$ cat config.mk
export PLATFORM = sky130hd
export DESIGN_NAME = i2c_reg_slave
export DESIGN_NICKNAME = d
export VERILOG_FILES = /design/src/rtl/i2c_reg_pkg.sv /design/src/rtl/i2c_in_sync.sv /design/src/rtl/i2c_reg_bank.sv /design/src/rtl/i2c_slave_fsm.sv /design/src/rtl/i2c_reg_slave.sv
export SDC_FILE = /design/constraint.sdc
export NUM_CORES = 1
export LEC_CHECK = 0
export ABC_AREA = 1
export BUFFER_PORTS_ARGS = -buffer_cell sky130_fd_sc_hd__buf_2
export CAP_MARGIN = 0
export CORE_ASPECT_RATIO = 0.75
export CORE_MARGIN = 5
export CORE_UTILIZATION = 25
export DETAILED_ROUTE_END_ITERATION = 6
export PLACE_DENSITY = 0.46
export SETUP_SLACK_MARGIN = 0.05
export SLEW_MARGIN = 25
export SYNTH_ARGS = -nofsm -noshare
export SYNTH_HDL_FRONTEND = slang
export SYNTH_HIERARCHICAL = 1
export SYNTH_SLANG_ARGS = --single-unit
export TNS_END_PERCENT = 50
$ cat constraint.sdc
create_clock -name clk -period 3.7 [get_ports clk]
set_input_delay 0.555 -clock clk [delete_from_list [all_inputs] [get_ports clk]]
set_output_delay 0.555 -clock clk [all_outputs]
set_load 0.05 [all_outputs]
$ cat src/rtl/i2c_reg_pkg.sv
package i2c_reg_pkg;
    localparam int BYTE_W = 8;
    localparam logic [3:0] CNT_ACK = 4'd8;
    localparam logic [3:0] CNT_END = 4'd9;

    typedef enum logic [2:0] {
        ST_IDLE,
        ST_DEV,
        ST_PTR,
        ST_WR,
        ST_RD
    } bus_st_e;
endpackage

$ cat src/rtl/i2c_in_sync.sv
module i2c_in_sync #(
    parameter int W      = 2,
    parameter int STAGES = 2
) (
    input  logic         clk,
    input  logic         rst_n,
    input  logic [W-1:0] d,
    output logic [W-1:0] q
);
    logic [STAGES-1:0][W-1:0] chain_d, chain_q;

    always_comb begin
        chain_d = {chain_q[STAGES-2:0], d};
    end

    always_ff @(posedge clk or negedge rst_n) begin
        if (!rst_n) chain_q <= '1;
        else        chain_q <= chain_d;
    end

    assign q = chain_q[STAGES-1];
endmodule

$ cat src/rtl/i2c_reg_bank.sv
module i2c_reg_bank
    import i2c_reg_pkg::*;
#(
    parameter int NREG = 16,
    parameter int PW   = $clog2(NREG)
) (
    input  logic                   clk,
    input  logic                   rst_n,
    input  logic                   we,
    input  logic [PW-1:0]          waddr,
    input  logic [BYTE_W-1:0]      wdata,
    input  logic [PW-1:0]          raddr,
    output logic [BYTE_W-1:0]      rdata,
    output logic [NREG*BYTE_W-1:0] regs_o
);
    logic [BYTE_W-1:0] mem_d [NREG];
    logic [BYTE_W-1:0] mem_q [NREG];

    for (genvar k = 0; k < NREG; k++) begin : g_reg
        always_comb begin
            mem_d[k] = (we && (waddr == PW'(k))) ? wdata : mem_q[k];
        end
        always_ff @(posedge clk or negedge rst_n) begin
            if (!rst_n) mem_q[k] <= '0;
            else        mem_q[k] <= mem_d[k];
        end
        assign regs_o[k*BYTE_W +: BYTE_W] = mem_q[k];
    end

    assign rdata = mem_q[raddr];
endmodule

$ cat src/rtl/i2c_slave_fsm.sv
module i2c_slave_fsm
    import i2c_reg_pkg::*;
#(
    parameter logic [3:0] ADDR_HI = 4'b1011,
    parameter int         NREG    = 16,
    parameter int         PW      = $clog2(NREG)
) (
    input  logic              clk,
    input  logic              rst_n,
    input  logic              scl_s,
    input  logic              sda_s,
    input  logic              addr_pin,
    input  logic [BYTE_W-1:0] rdata,
    output logic              sda_oe,
    output logic              wr_en,
    output logic [PW-1:0]     ptr_o,
    output logic [BYTE_W-1:0] wdata,
    output logic              busy
);
    typedef struct packed {
        bus_st_e           st;
        logic [3:0]        cnt;
        logic [BYTE_W-1:0] sh;
        logic [PW-1:0]     ptr;
        logic              rw;
        logic              nack;
        logic              oe;
        logic              scl_p;
        logic              sda_p;
    } fsm_t;

    fsm_t q_q, q_d;
    logic scl_rise, scl_fall, start_c, stop_c;
    logic [6:0] my_addr;
    logic [PW-1:0] ptr_next;

    assign my_addr  = {ADDR_HI, addr_pin, 2'b00};
    assign ptr_next = (q_q.ptr == PW'(NREG - 1)) ? '0 : q_q.ptr + PW'(1);
    assign scl_rise = scl_s & ~q_q.scl_p;
    assign scl_fall = ~scl_s & q_q.scl_p;
    assign start_c  = scl_s & q_q.scl_p & q_q.sda_p & ~sda_s;
    assign stop_c   = scl_s & q_q.scl_p & ~q_q.sda_p & sda_s;

    always_comb begin
        q_d       = q_q;
        q_d.scl_p = scl_s;
        q_d.sda_p = sda_s;
        wr_en     = 1'b0;
        if (start_c) begin
            q_d.st  = ST_DEV;
            q_d.cnt = '0;
            q_d.oe  = 1'b0;
        end else if (stop_c) begin
            q_d.st = ST_IDLE;
            q_d.oe = 1'b0;
        end else begin
            case (q_q.st)
                ST_DEV, ST_PTR, ST_WR: begin
                    if (scl_rise && (q_q.cnt < CNT_ACK)) begin
                        q_d.sh  = {q_q.sh[BYTE_W-2:0], sda_s};
                        q_d.cnt = q_q.cnt + 4'd1;
                    end else if (scl_fall && (q_q.cnt == CNT_ACK)) begin
                        q_d.cnt = CNT_END;
                        q_d.oe  = 1'b1;
                        if (q_q.st == ST_DEV) begin
                            q_d.rw = q_q.sh[0];
                            if (q_q.sh[BYTE_W-1:1] != my_addr) begin
                                q_d.st = ST_IDLE;
                                q_d.oe = 1'b0;
                            end
                        end else if (q_q.st == ST_PTR) begin
                            q_d.ptr = q_q.sh[PW-1:0];
                        end else begin
                            wr_en   = 1'b1;
                            q_d.ptr = ptr_next;
                        end
                    end else if (scl_fall && (q_q.cnt == CNT_END)) begin
                        q_d.oe  = 1'b0;
                        q_d.cnt = '0;
                        if (q_q.st == ST_DEV && q_q.rw) begin
                            q_d.st = ST_RD;
                            q_d.sh = rdata;
                            q_d.oe = ~rdata[BYTE_W-1];
                        end else if (q_q.st == ST_DEV) begin
                            q_d.st = ST_PTR;
                        end else begin
                            q_d.st = ST_WR;
                        end
                    end
                end
                ST_RD: begin
                    if (scl_fall && (q_q.cnt < CNT_ACK - 4'd1)) begin
                        q_d.cnt = q_q.cnt + 4'd1;
                        q_d.sh  = {q_q.sh[BYTE_W-2:0], 1'b0};
                        q_d.oe  = ~q_q.sh[BYTE_W-2];
                    end else if (scl_fall && (q_q.cnt == CNT_ACK - 4'd1)) begin
                        q_d.cnt = CNT_ACK;
                        q_d.oe  = 1'b0;
                    end else if (scl_rise && (q_q.cnt == CNT_ACK)) begin
                        q_d.nack = sda_s;
                        q_d.cnt  = CNT_END;
                        q_d.ptr  = ptr_next;
                    end else if (scl_fall && (q_q.cnt == CNT_END)) begin
                        if (q_q.nack) begin
                            q_d.st = ST_IDLE;
                        end else begin
                            q_d.cnt = '0;
                            q_d.sh  = rdata;
                            q_d.oe  = ~rdata[BYTE_W-1];
                        end
                    end
                end
                default: q_d.st = ST_IDLE;
            endcase
        end
    end

    always_ff @(posedge clk or negedge rst_n) begin
        if (!rst_n) begin
            q_q       <= '0;
            q_q.st    <= ST_IDLE;
            q_q.scl_p <= 1'b1;
            q_q.sda_p <= 1'b1;
        end else begin
            q_q <= q_d;
        end
    end

    assign sda_oe = q_q.oe;
    assign ptr_o  = q_q.ptr;
    assign wdata  = q_q.sh;
    assign busy   = (q_q.st != ST_IDLE);
endmodule

$ cat src/rtl/i2c_reg_slave.sv
module i2c_reg_slave
    import i2c_reg_pkg::*;
#(
    parameter logic [3:0] ADDR_HI     = 4'b1011,
    parameter int         NREG        = 16,
    parameter int         SYNC_STAGES = 2
) (
    input  logic                   clk,
    input  logic                   rst_n,
    input  logic                   scl_i,
    input  logic                   sda_i,
    input  logic                   addr_pin,
    output logic                   sda_oe,
    output logic [NREG*BYTE_W-1:0] regs_o
);
    localparam int PW = $clog2(NREG);

    logic [1:0]        line_s;
    logic              busy_w, wr_en_w;
    logic [PW-1:0]     ptr_w;
    logic [BYTE_W-1:0] wdata_w, rdata_w;

    i2c_in_sync #(.W(2), .STAGES(SYNC_STAGES)) i_sync (
        .clk   (clk),
        .rst_n (rst_n),
        .d     ({scl_i, sda_i}),
        .q     (line_s)
    );

    i2c_slave_fsm #(.ADDR_HI(ADDR_HI), .NREG(NREG), .PW(PW)) i_fsm (
        .clk      (clk),
        .rst_n    (rst_n),
        .scl_s    (line_s[1]),
        .sda_s    (line_s[0]),
        .addr_pin (addr_pin),
        .rdata    (rdata_w),
        .sda_oe   (sda_oe),
        .wr_en    (wr_en_w),
        .ptr_o    (ptr_w),
        .wdata    (wdata_w),
        .busy     (busy_w)
    );

    i2c_reg_bank #(.NREG(NREG), .PW(PW)) i_bank (
        .clk    (clk),
        .rst_n  (rst_n),
        .we     (wr_en_w),
        .waddr  (ptr_w),
        .wdata  (wdata_w),
        .raddr  (ptr_w),
        .rdata  (rdata_w),
        .regs_o (regs_o)
    );
endmodule

==> flow_summary.rst, run 1 <==
.. list-table::
   :header-rows: 1

   * - Metric
     - Value
   * - Outcome
     - finished, final reports clean
   * - Global placement routability congestion
     - between 0.8 and 0.9
   * - Least-Margin Pin Slew
     - between 0.9 and 1 ns
   * - Post-CTS Setup Inserts
     - 0
   * - Critical Path Max Stage Delay
     - about 0.44 ns
   * - Mean instance size in the synthesized netlist
     - between 7 and 8 um^2
   * - Capture point of the worst reg-to-reg path
     - i_bank/regs_o[63]$_DFFE_PN0P_
   * - Total stage count of the critical path
     - 12
   * - Reg2Reg Depth
     - 12
   * - Floorplan die width
     - 220 um
   * - Total number of H-tree levels
     - 4
   * - Number of clock sinks seen by CTS
     - ~160
   * - Max VDD drop
     - between 200 and 250 uV
   * - Worst-path maximum fanout
     - 10
   * - Clock latency on the worst-skew pair
     - 0.45 ns
   * - Hold-fix buffers, CTS
     - 0
   * - Data arrival time at the worst-slack endpoint
     - around 3.1 ns
   * - First-iteration detailed-routing DRC count
     - between 800 and 900
   * - Switching power share of the total
     - 0.341
   * - Total grt overflow
     - 0
   * - Leakage power figure
     - approximately 5 nW
   * - Critical Path, Cell by Cell
     - inv_1, ha_1, nand3_2, nor2_2, nand2_1, nor3_1, buf_4, nand3_1, nor2_1, buf_4, nand2_1, o21ai_0
   * - Global-route wire length before repair
     - 47800 um
   * - Slew HR
     - 0.378
   * - Hold/Removal Path Class
     - primary input to asynchronous set/reset pin
   * - Finished Cell Area
     - 9950 um^2
   * - RSZ-0062 raised after global routing
     - no
   * - Worst path setup slack after routing
     - 0.967 ns
   * - TritonCTS clock tree
     - built
   * - Cell family with most CP delay
     - simple AND/OR/NAND/NOR gates
   * - Final hold viol count
     - 0
   * - Root buffer cell
     - sky130_fd_sc_hd__clkbuf_16
   * - Finished Core Util
     - 0.305
   * - Area of the mapped netlist
     - about 8300 um^2
   * - CP Data Required Time
     - between 4 and 5 ns
   * - Final clock skew
     - approximately 0.013 ns
   * - Startpoint kind of the worst setup timing path
     - flip-flop
   * - Commonest cells after routing, fill and taps aside
     - sky130_fd_sc_hd__nand2_1, sky130_fd_sc_hd__inv_1, sky130_fd_sc_hd__dfrtp_1, sky130_fd_sc_hd__o21ai_0, sky130_fd_sc_hd__nand3_1
   * - Most common cell after layout, fill and taps aside
     - sky130_fd_sc_hd__nand2_1
   * - Design Power
     - 4.67 mW
   * - Count of buffers from port buffering
     - about 130
   * - Worst reg2reg path startpoint
     - i_fsm/q_q[17]$_DFFE_PN0P_
   * - Overall die area
     - 37000 um^2
   * - Via count
     - around 8000
   * - Vias in the first global route
     - about 7500
   * - Average via count per standard cell
     - ~4.7
   * - Share of cells above drive strength 1
     - 0.166
   * - Number of optimization iterations in the first detailed-route pass
     - 5
   * - Final instance count without filler cells
     - 1716
   * - Clock share of power
     - 0.399
   * - Number of instances in the synthesized netlist
     - roughly 1200
   * - Site row count
     - 57
   * - Area used by multi-input combinational logic
     - between 3000 and 4000 um^2
   * - Worst Hold Margin
     - between 0.15 and 0.2 ns
   * - # placed instances
     - between 1500 and 2000
   * - # fillers
     - about 3600
   * - Total track usage
     - 0.171
   * - Antenna-violating nets left
     - 0
   * - Ratio of final minimum period to clock period
     - 0.739
   * - Initial Utilization
     - 0.255
   * - Internal reg-to-reg setup slack
     - just under 1 ns
   * - CORE AREA
     - between 30000 and 40000 um^2
   * - Final setup vio count
     - 0
   * - Largest net degree at the start of global routing
     - ~90
   * - Final-stage net count
     - between 1000 and 1500
   * - Net switching power of the design
     - 1.59 mW
   * - Number of buffers created by CTS
     - 17
   * - Proportion of power drawn by combinational gates
     - 0.188
   * - Total of max-cap violations
     - 0
   * - Highest-delay cell along the critical path
     - sky130_fd_sc_hd__nor2_1
   * - Post_cts resized
     - 0
   * - Overall routed net length
     - 31100 um
   * - Buffers plus inverters on the worst setup path
     - 3
   * - Warning count from the yosys run
     - 6
   * - Post-placement worst setup slack
     - 0.979 ns
   * - Part of the power in registers
     - 0.413
   * - Internal power of the cells
     - a little over 3 mW
   * - Cell Pwr Density
     - between 400 and 500 nW/um^2
   * - Area growth from synthesis to layout
     - 19.9%
   * - Count of final max-slew check failures
     - 0
   * - Post-DP HPWL
     - approximately 23000 um
   * - Initial antenna violation count
     - 0
   * - Antenna Cells
     - 0
   * - Floorplan die height
     - 168 um
   * - Area taken by flip-flops and latches
     - 3910 um^2
   * - CP endpoint kind
     - flip-flop
   * - Max clock buf depth
     - 2
   * - Category of the most critical setup path
     - flip-flop to flip-flop
   * - Shortest period the worst path allows
     - around 2.7 ns
   * - Number of top-level design ports
     - 134
   * - Maximum achievable frequency
     - about 370 MHz
   * - Clk pin slew, worst setup/hold paths
     - 0.06 ns
   * - Net count after synthesis
     - 1168
   * - Setup TNS after final layout
     - 0 ns
   * - Post-Place Cell Area
     - around 9300 um^2
   * - Detailed-route wire length per cell
     - roughly 18 um
   * - Drt drc
     - 0
[layer usage]
metal,track usage,vias up,share of wire
li1,-,3845,-
met1,0.270,3853,0.50
met2,0.231,262,0.41
met3,0.0399,22,0.078
met4,0.0437,0,0.012
met5,0,-,0
[worst register-to-register path, stage by stage (launching register included)]
cell	delay, ns
sky130_fd_sc_hd__dfrtp_1	0.43
sky130_fd_sc_hd__inv_1	0.12
sky130_fd_sc_hd__ha_1	0.18
sky130_fd_sc_hd__nand3_2	0.11
sky130_fd_sc_hd__nor2_2	0.23
sky130_fd_sc_hd__nand2_1	0.13
sky130_fd_sc_hd__nor3_1	0.23
sky130_fd_sc_hd__buf_4	0.21
sky130_fd_sc_hd__nand3_1	0.13
sky130_fd_sc_hd__nor2_1	0.44
sky130_fd_sc_hd__buf_4	0.28
sky130_fd_sc_hd__nand2_1	0.06
sky130_fd_sc_hd__o21ai_0	0.10
[power groups by stage]
stage	Clock (mW)	Combinational, mW	Sequential (mW)
4_1_cts	1.91	0.871	1.92
6_report	1.86	0.877	1.93
2_1_floorplan	0	0.592	1.89
3_5_place_dp	0	0.869	1.95
3_3_place_gp	0	0.869	1.95
5_1_grt	1.99	0.981	1.94
[registers in the layout, indices dropped and copies added, names as in the netlist]
signal and flops:
i_fsm/q_q 11, i_fsm/wdata 8, i_fsm/ptr_o 4, i_bank/regs_o 128, i_sync/q 2, i_fsm/sda_oe 1, i_sync/chain_d 2
[worst max path at each step]
stage / slack (ns) / to / startpoint
floorplan: 1.30 / i_bank/regs_o[101]$_DFFE_PN0P_ / i_fsm/q_q[17]$_DFFE_PN0P_
global placement: 1.02 / i_bank/regs_o[63]$_DFFE_PN0P_ / i_fsm/q_q[17]$_DFFE_PN0P_
detailed placement: 0.98 / i_bank/regs_o[63]$_DFFE_PN0P_ / i_fsm/q_q[17]$_DFFE_PN0P_
CTS: 0.96 / i_bank/regs_o[63]$_DFFE_PN0P_ / i_fsm/q_q[17]$_DFFE_PN0P_
global route: 0.70 / i_bank/regs_o[105]$_DFFE_PN0P_ / i_fsm/q_q[17]$_DFFE_PN0P_
finish: 0.97 / i_bank/regs_o[63]$_DFFE_PN0P_ / i_fsm/q_q[17]$_DFFE_PN0P_
[area by class of cell]
type | instances | area share
flip-flops and latches | 156 | 0.393
repair buffers | 147 | 0.0806
clock buffers | 22 | 0.0477
clock inverters | 9 | 0.0136
multi-input cells | 777 | 0.348
well taps | 442 | 0.0556
inverters | 163 | 0.0615
Note: power is estimated with default switching activity, not from simulation.
==> inputs of run 2 (changes only) <==
Clock period 3.7 ns to 2.85 ns, I/O delays scaled along.
==> flow_summary.rst, run 2 (synthesis gave the netlist of run 1 again) <==
.. list-table::
   :header-rows: 1

   * - Metric
     - Value
   * - Outcome
     - finished, final reports clean
   * - Most common cell after layout, fill and taps aside
     - sky130_fd_sc_hd__nand2_1
   * - Antenna-violating nets left
     - 0
   * - Count of buffers from port buffering
     - 133
   * - Cell Pwr Density
     - roughly 600 nW/um^2
   * - Shortest period the worst path allows
     - between 2 and 3 ns
   * - Global placement routability congestion
     - 0.870
   * - Max VDD drop
     - 359 uV
   * - CP Data Required Time
     - ~3.1 ns
   * - Share of cells above drive strength 1
     - 0.173
   * - CORE AREA
     - 32600 um^2
   * - Number of optimization iterations in the first detailed-route pass
     - 5
   * - Clk pin slew, worst setup/hold paths
     - approximately 0.060 ns
   * - Largest net degree at the start of global routing
     - 73
   * - First-iteration detailed-routing DRC count
     - between 700 and 800
   * - Via count
     - 7949
   * - Post-Place Cell Area
     - approximately 9500 um^2
   * - Highest-delay cell along the critical path
     - sky130_fd_sc_hd__dfrtp_1
   * - Number of clock sinks seen by CTS
     - 156
   * - RSZ-0062 raised after global routing
     - yes
   * - Vias in the first global route
     - 7479
   * - Design Power
     - 6.02 mW
   * - Capture point of the worst reg-to-reg path
     - i_bank/regs_o[89]$_DFFE_PN0P_
   * - Floorplan die height
     - ~170 um
   * - Final-stage net count
     - between 1000 and 1500
   * - Cell type with the highest occurrence count on the critical path
     - sky130_fd_sc_hd__nand2_1
   * - Average via count per standard cell
     - about 4.6
   * - Reg2Reg Depth
     - 11
   * - Final setup vio count
     - 0
   * - Worst reg2reg path startpoint
     - i_fsm/q_q[17]$_DFFE_PN0P_
   * - Site row count
     - 57
   * - Commonest cells after routing, fill and taps aside
     - sky130_fd_sc_hd__nand2_1, sky130_fd_sc_hd__inv_1, sky130_fd_sc_hd__dfrtp_1, sky130_fd_sc_hd__o21ai_0, sky130_fd_sc_hd__nand3_1
   * - Slew HR
     - 0.518
   * - Leakage power figure
     - around 5 nW
   * - Data arrival time at the worst-slack endpoint
     - 2.86 ns
   * - Least-Margin Pin Slew
     - approximately 0.72 ns
   * - Max FFs per register
     - roughly 130
   * - Finished Cell Area
     - 10100 um^2
   * - Critical Path, Cell by Cell
     - inv_1, ha_1, nand3_2, nor2_2, nand2_1, nor3_1, inv_1, nor3_2, nand2_1, nand2_1, o21ai_0
   * - Initial antenna violation count
     - 0
   * - Area growth from synthesis to layout
     - 21.4%
   * - Number of buffers created by CTS
     - 17
   * - Finished Core Util
     - 0.309
   * - Buffers plus inverters on the worst setup path
     - 2
   * - Post-DP HPWL
     - around 23000 um
   * - Startpoint kind of the worst setup timing path
     - flip-flop
   * - Overall routed net length
     - a little over 30000 um
   * - Detailed-route wire length per cell
     - between 15 and 20 um
   * - Final instance count without filler cells
     - around 1700
   * - Total grt overflow
     - 0
   * - Ratio of final minimum period to clock period
     - 0.902
   * - Worst path setup slack after routing
     - 0.279 ns
   * - Root buffer cell
     - sky130_fd_sc_hd__clkbuf_16
   * - Critical Path Max Stage Delay
     - about 0.43 ns
   * - Floorplan die width
     - 220 um
   * - Endpoint with the worst hold slack
     - i_sync/chain_d[3]$_DFF_PN1_
   * - Internal reg-to-reg setup slack
     - roughly 0.28 ns
   * - Final hold viol count
     - 0
   * - Number of top-level design ports
     - 134
   * - Worst Hold Margin
     - 0.0917 ns
   * - Cell family with most CP delay
     - simple AND/OR/NAND/NOR gates
   * - Total number of H-tree levels
     - 4
   * - Post-placement worst setup slack
     - approximately 0.33 ns
   * - Count of final max-slew check failures
     - 0
   * - TritonCTS clock tree
     - built
   * - Maximum achievable frequency
     - ~390 MHz
   * - Total track usage
     - 0.169
   * - Max clock buf depth
     - 2
   * - Post-CTS Setup Inserts
     - 0
   * - Overall die area
     - between 30000 and 40000 um^2
   * - CP endpoint kind
     - flip-flop
   * - # fillers
     - ~3600
   * - Hold_sp
     - scl_i
   * - Clock latency on the worst-skew pair
     - roughly 0.45 ns
   * - Total of max-cap violations
     - 0
   * - Hold/Removal Path Class
     - primary input to flip-flop
   * - Number of instances on the worst hold path
     - 1
   * - Initial Utilization
     - 0.255
   * - Global-route wire length before repair
     - approximately 47000 um
   * - Setup TNS after final layout
     - 0 ns
   * - Worst-path maximum fanout
     - 16
   * - Drt drc
     - 0
   * - Category of the most critical setup path
     - flip-flop to flip-flop
   * - Final clock skew
     - 0.00947 ns
   * - # placed instances
     - 1695
## run 2: worst max-delay path by stage
| stage | to | start | slack [ns] | cells after the start |
|---|---|---|---|---|
| after floorplan | i_bank/regs_o[101]$_DFFE_PN0P_ | i_fsm/q_q[17]$_DFFE_PN0P_ | 0.45 | 12 |
| after global placement | i_bank/regs_o[94]$_DFFE_PN0P_ | i_fsm/q_q[17]$_DFFE_PN0P_ | 0.37 | 11 |
| after detailed placement | i_bank/regs_o[73]$_DFFE_PN0P_ | i_fsm/q_q[17]$_DFFE_PN0P_ | 0.33 | 11 |
| after CTS | i_bank/regs_o[89]$_DFFE_PN0P_ | i_fsm/q_q[17]$_DFFE_PN0P_ | 0.29 | 11 |
| after global routing | i_bank/regs_o[95]$_DFFE_PN0P_ | i_fsm/q_q[17]$_DFFE_PN0P_ | 0.01 | 11 |
| final | i_bank/regs_o[89]$_DFFE_PN0P_ | i_fsm/q_q[17]$_DFFE_PN0P_ | 0.28 | 11 |
## run 2: area by class of cell
| class | count | area, um^2 | area share |
|---|---|---|---|
| Inverter | 163 | 612 | 0.0607 |
| Antenna cell | 1 | 2.50 | 0.000248 |
| Timing Repair Buffer | 158 | 925 | 0.0918 |
| Multi-Input combinational cell | 777 | 3460 | 0.344 |
| Clock inverter | 9 | 109 | 0.0108 |
| Clock buffer | 23 | 498 | 0.0494 |
| Tap cell | 442 | 553 | 0.0549 |
| Sequential cell | 156 | 3910 | 0.388 |
## run 2: power by group
| group | total [mW] | switching, mW | internal [mW] |
|---|---|---|---|
| registers | 2.50 | 0.193 | 2.31 |
| clock network | 2.37 | 0.966 | 1.41 |
| logic | 1.14 | 0.888 | 0.253 |
## run 2: worst reg2reg max path: stages (launching register included)
cell                      delay (ns)
sky130_fd_sc_hd__dfrtp_1        0.43
sky130_fd_sc_hd__inv_1          0.12
sky130_fd_sc_hd__ha_1           0.20
sky130_fd_sc_hd__nand3_2        0.11
sky130_fd_sc_hd__nor2_2         0.12
sky130_fd_sc_hd__nand2_1        0.09
sky130_fd_sc_hd__nor3_1         0.34
sky130_fd_sc_hd__inv_1          0.12
sky130_fd_sc_hd__nor3_2         0.25
sky130_fd_sc_hd__nand2_1        0.37
sky130_fd_sc_hd__nand2_1        0.16
sky130_fd_sc_hd__o21ai_0        0.11
## run 2: routing by layer
metal / global-route usage / wire length, um / up-vias / share of wire
met4: 0.0404 / 347 / 0 / 0.011
met2: 0.221 / 12200 / 232 / 0.39
met1: 0.276 / 16400 / 3827 / 0.53
met3: 0.0382 / 1980 / 22 / 0.064
met5: 0 / 0 / - / 0
li1: - / - / 3868 / -
## run 2: what timing repair did
item / 4_1_cts / 5_1_grt
hold buffers: 1 / 0
hold endpoints to repair: 48 / 0
gates resized for setup: 0 / 0
setup endpoints to repair: 0 / 3
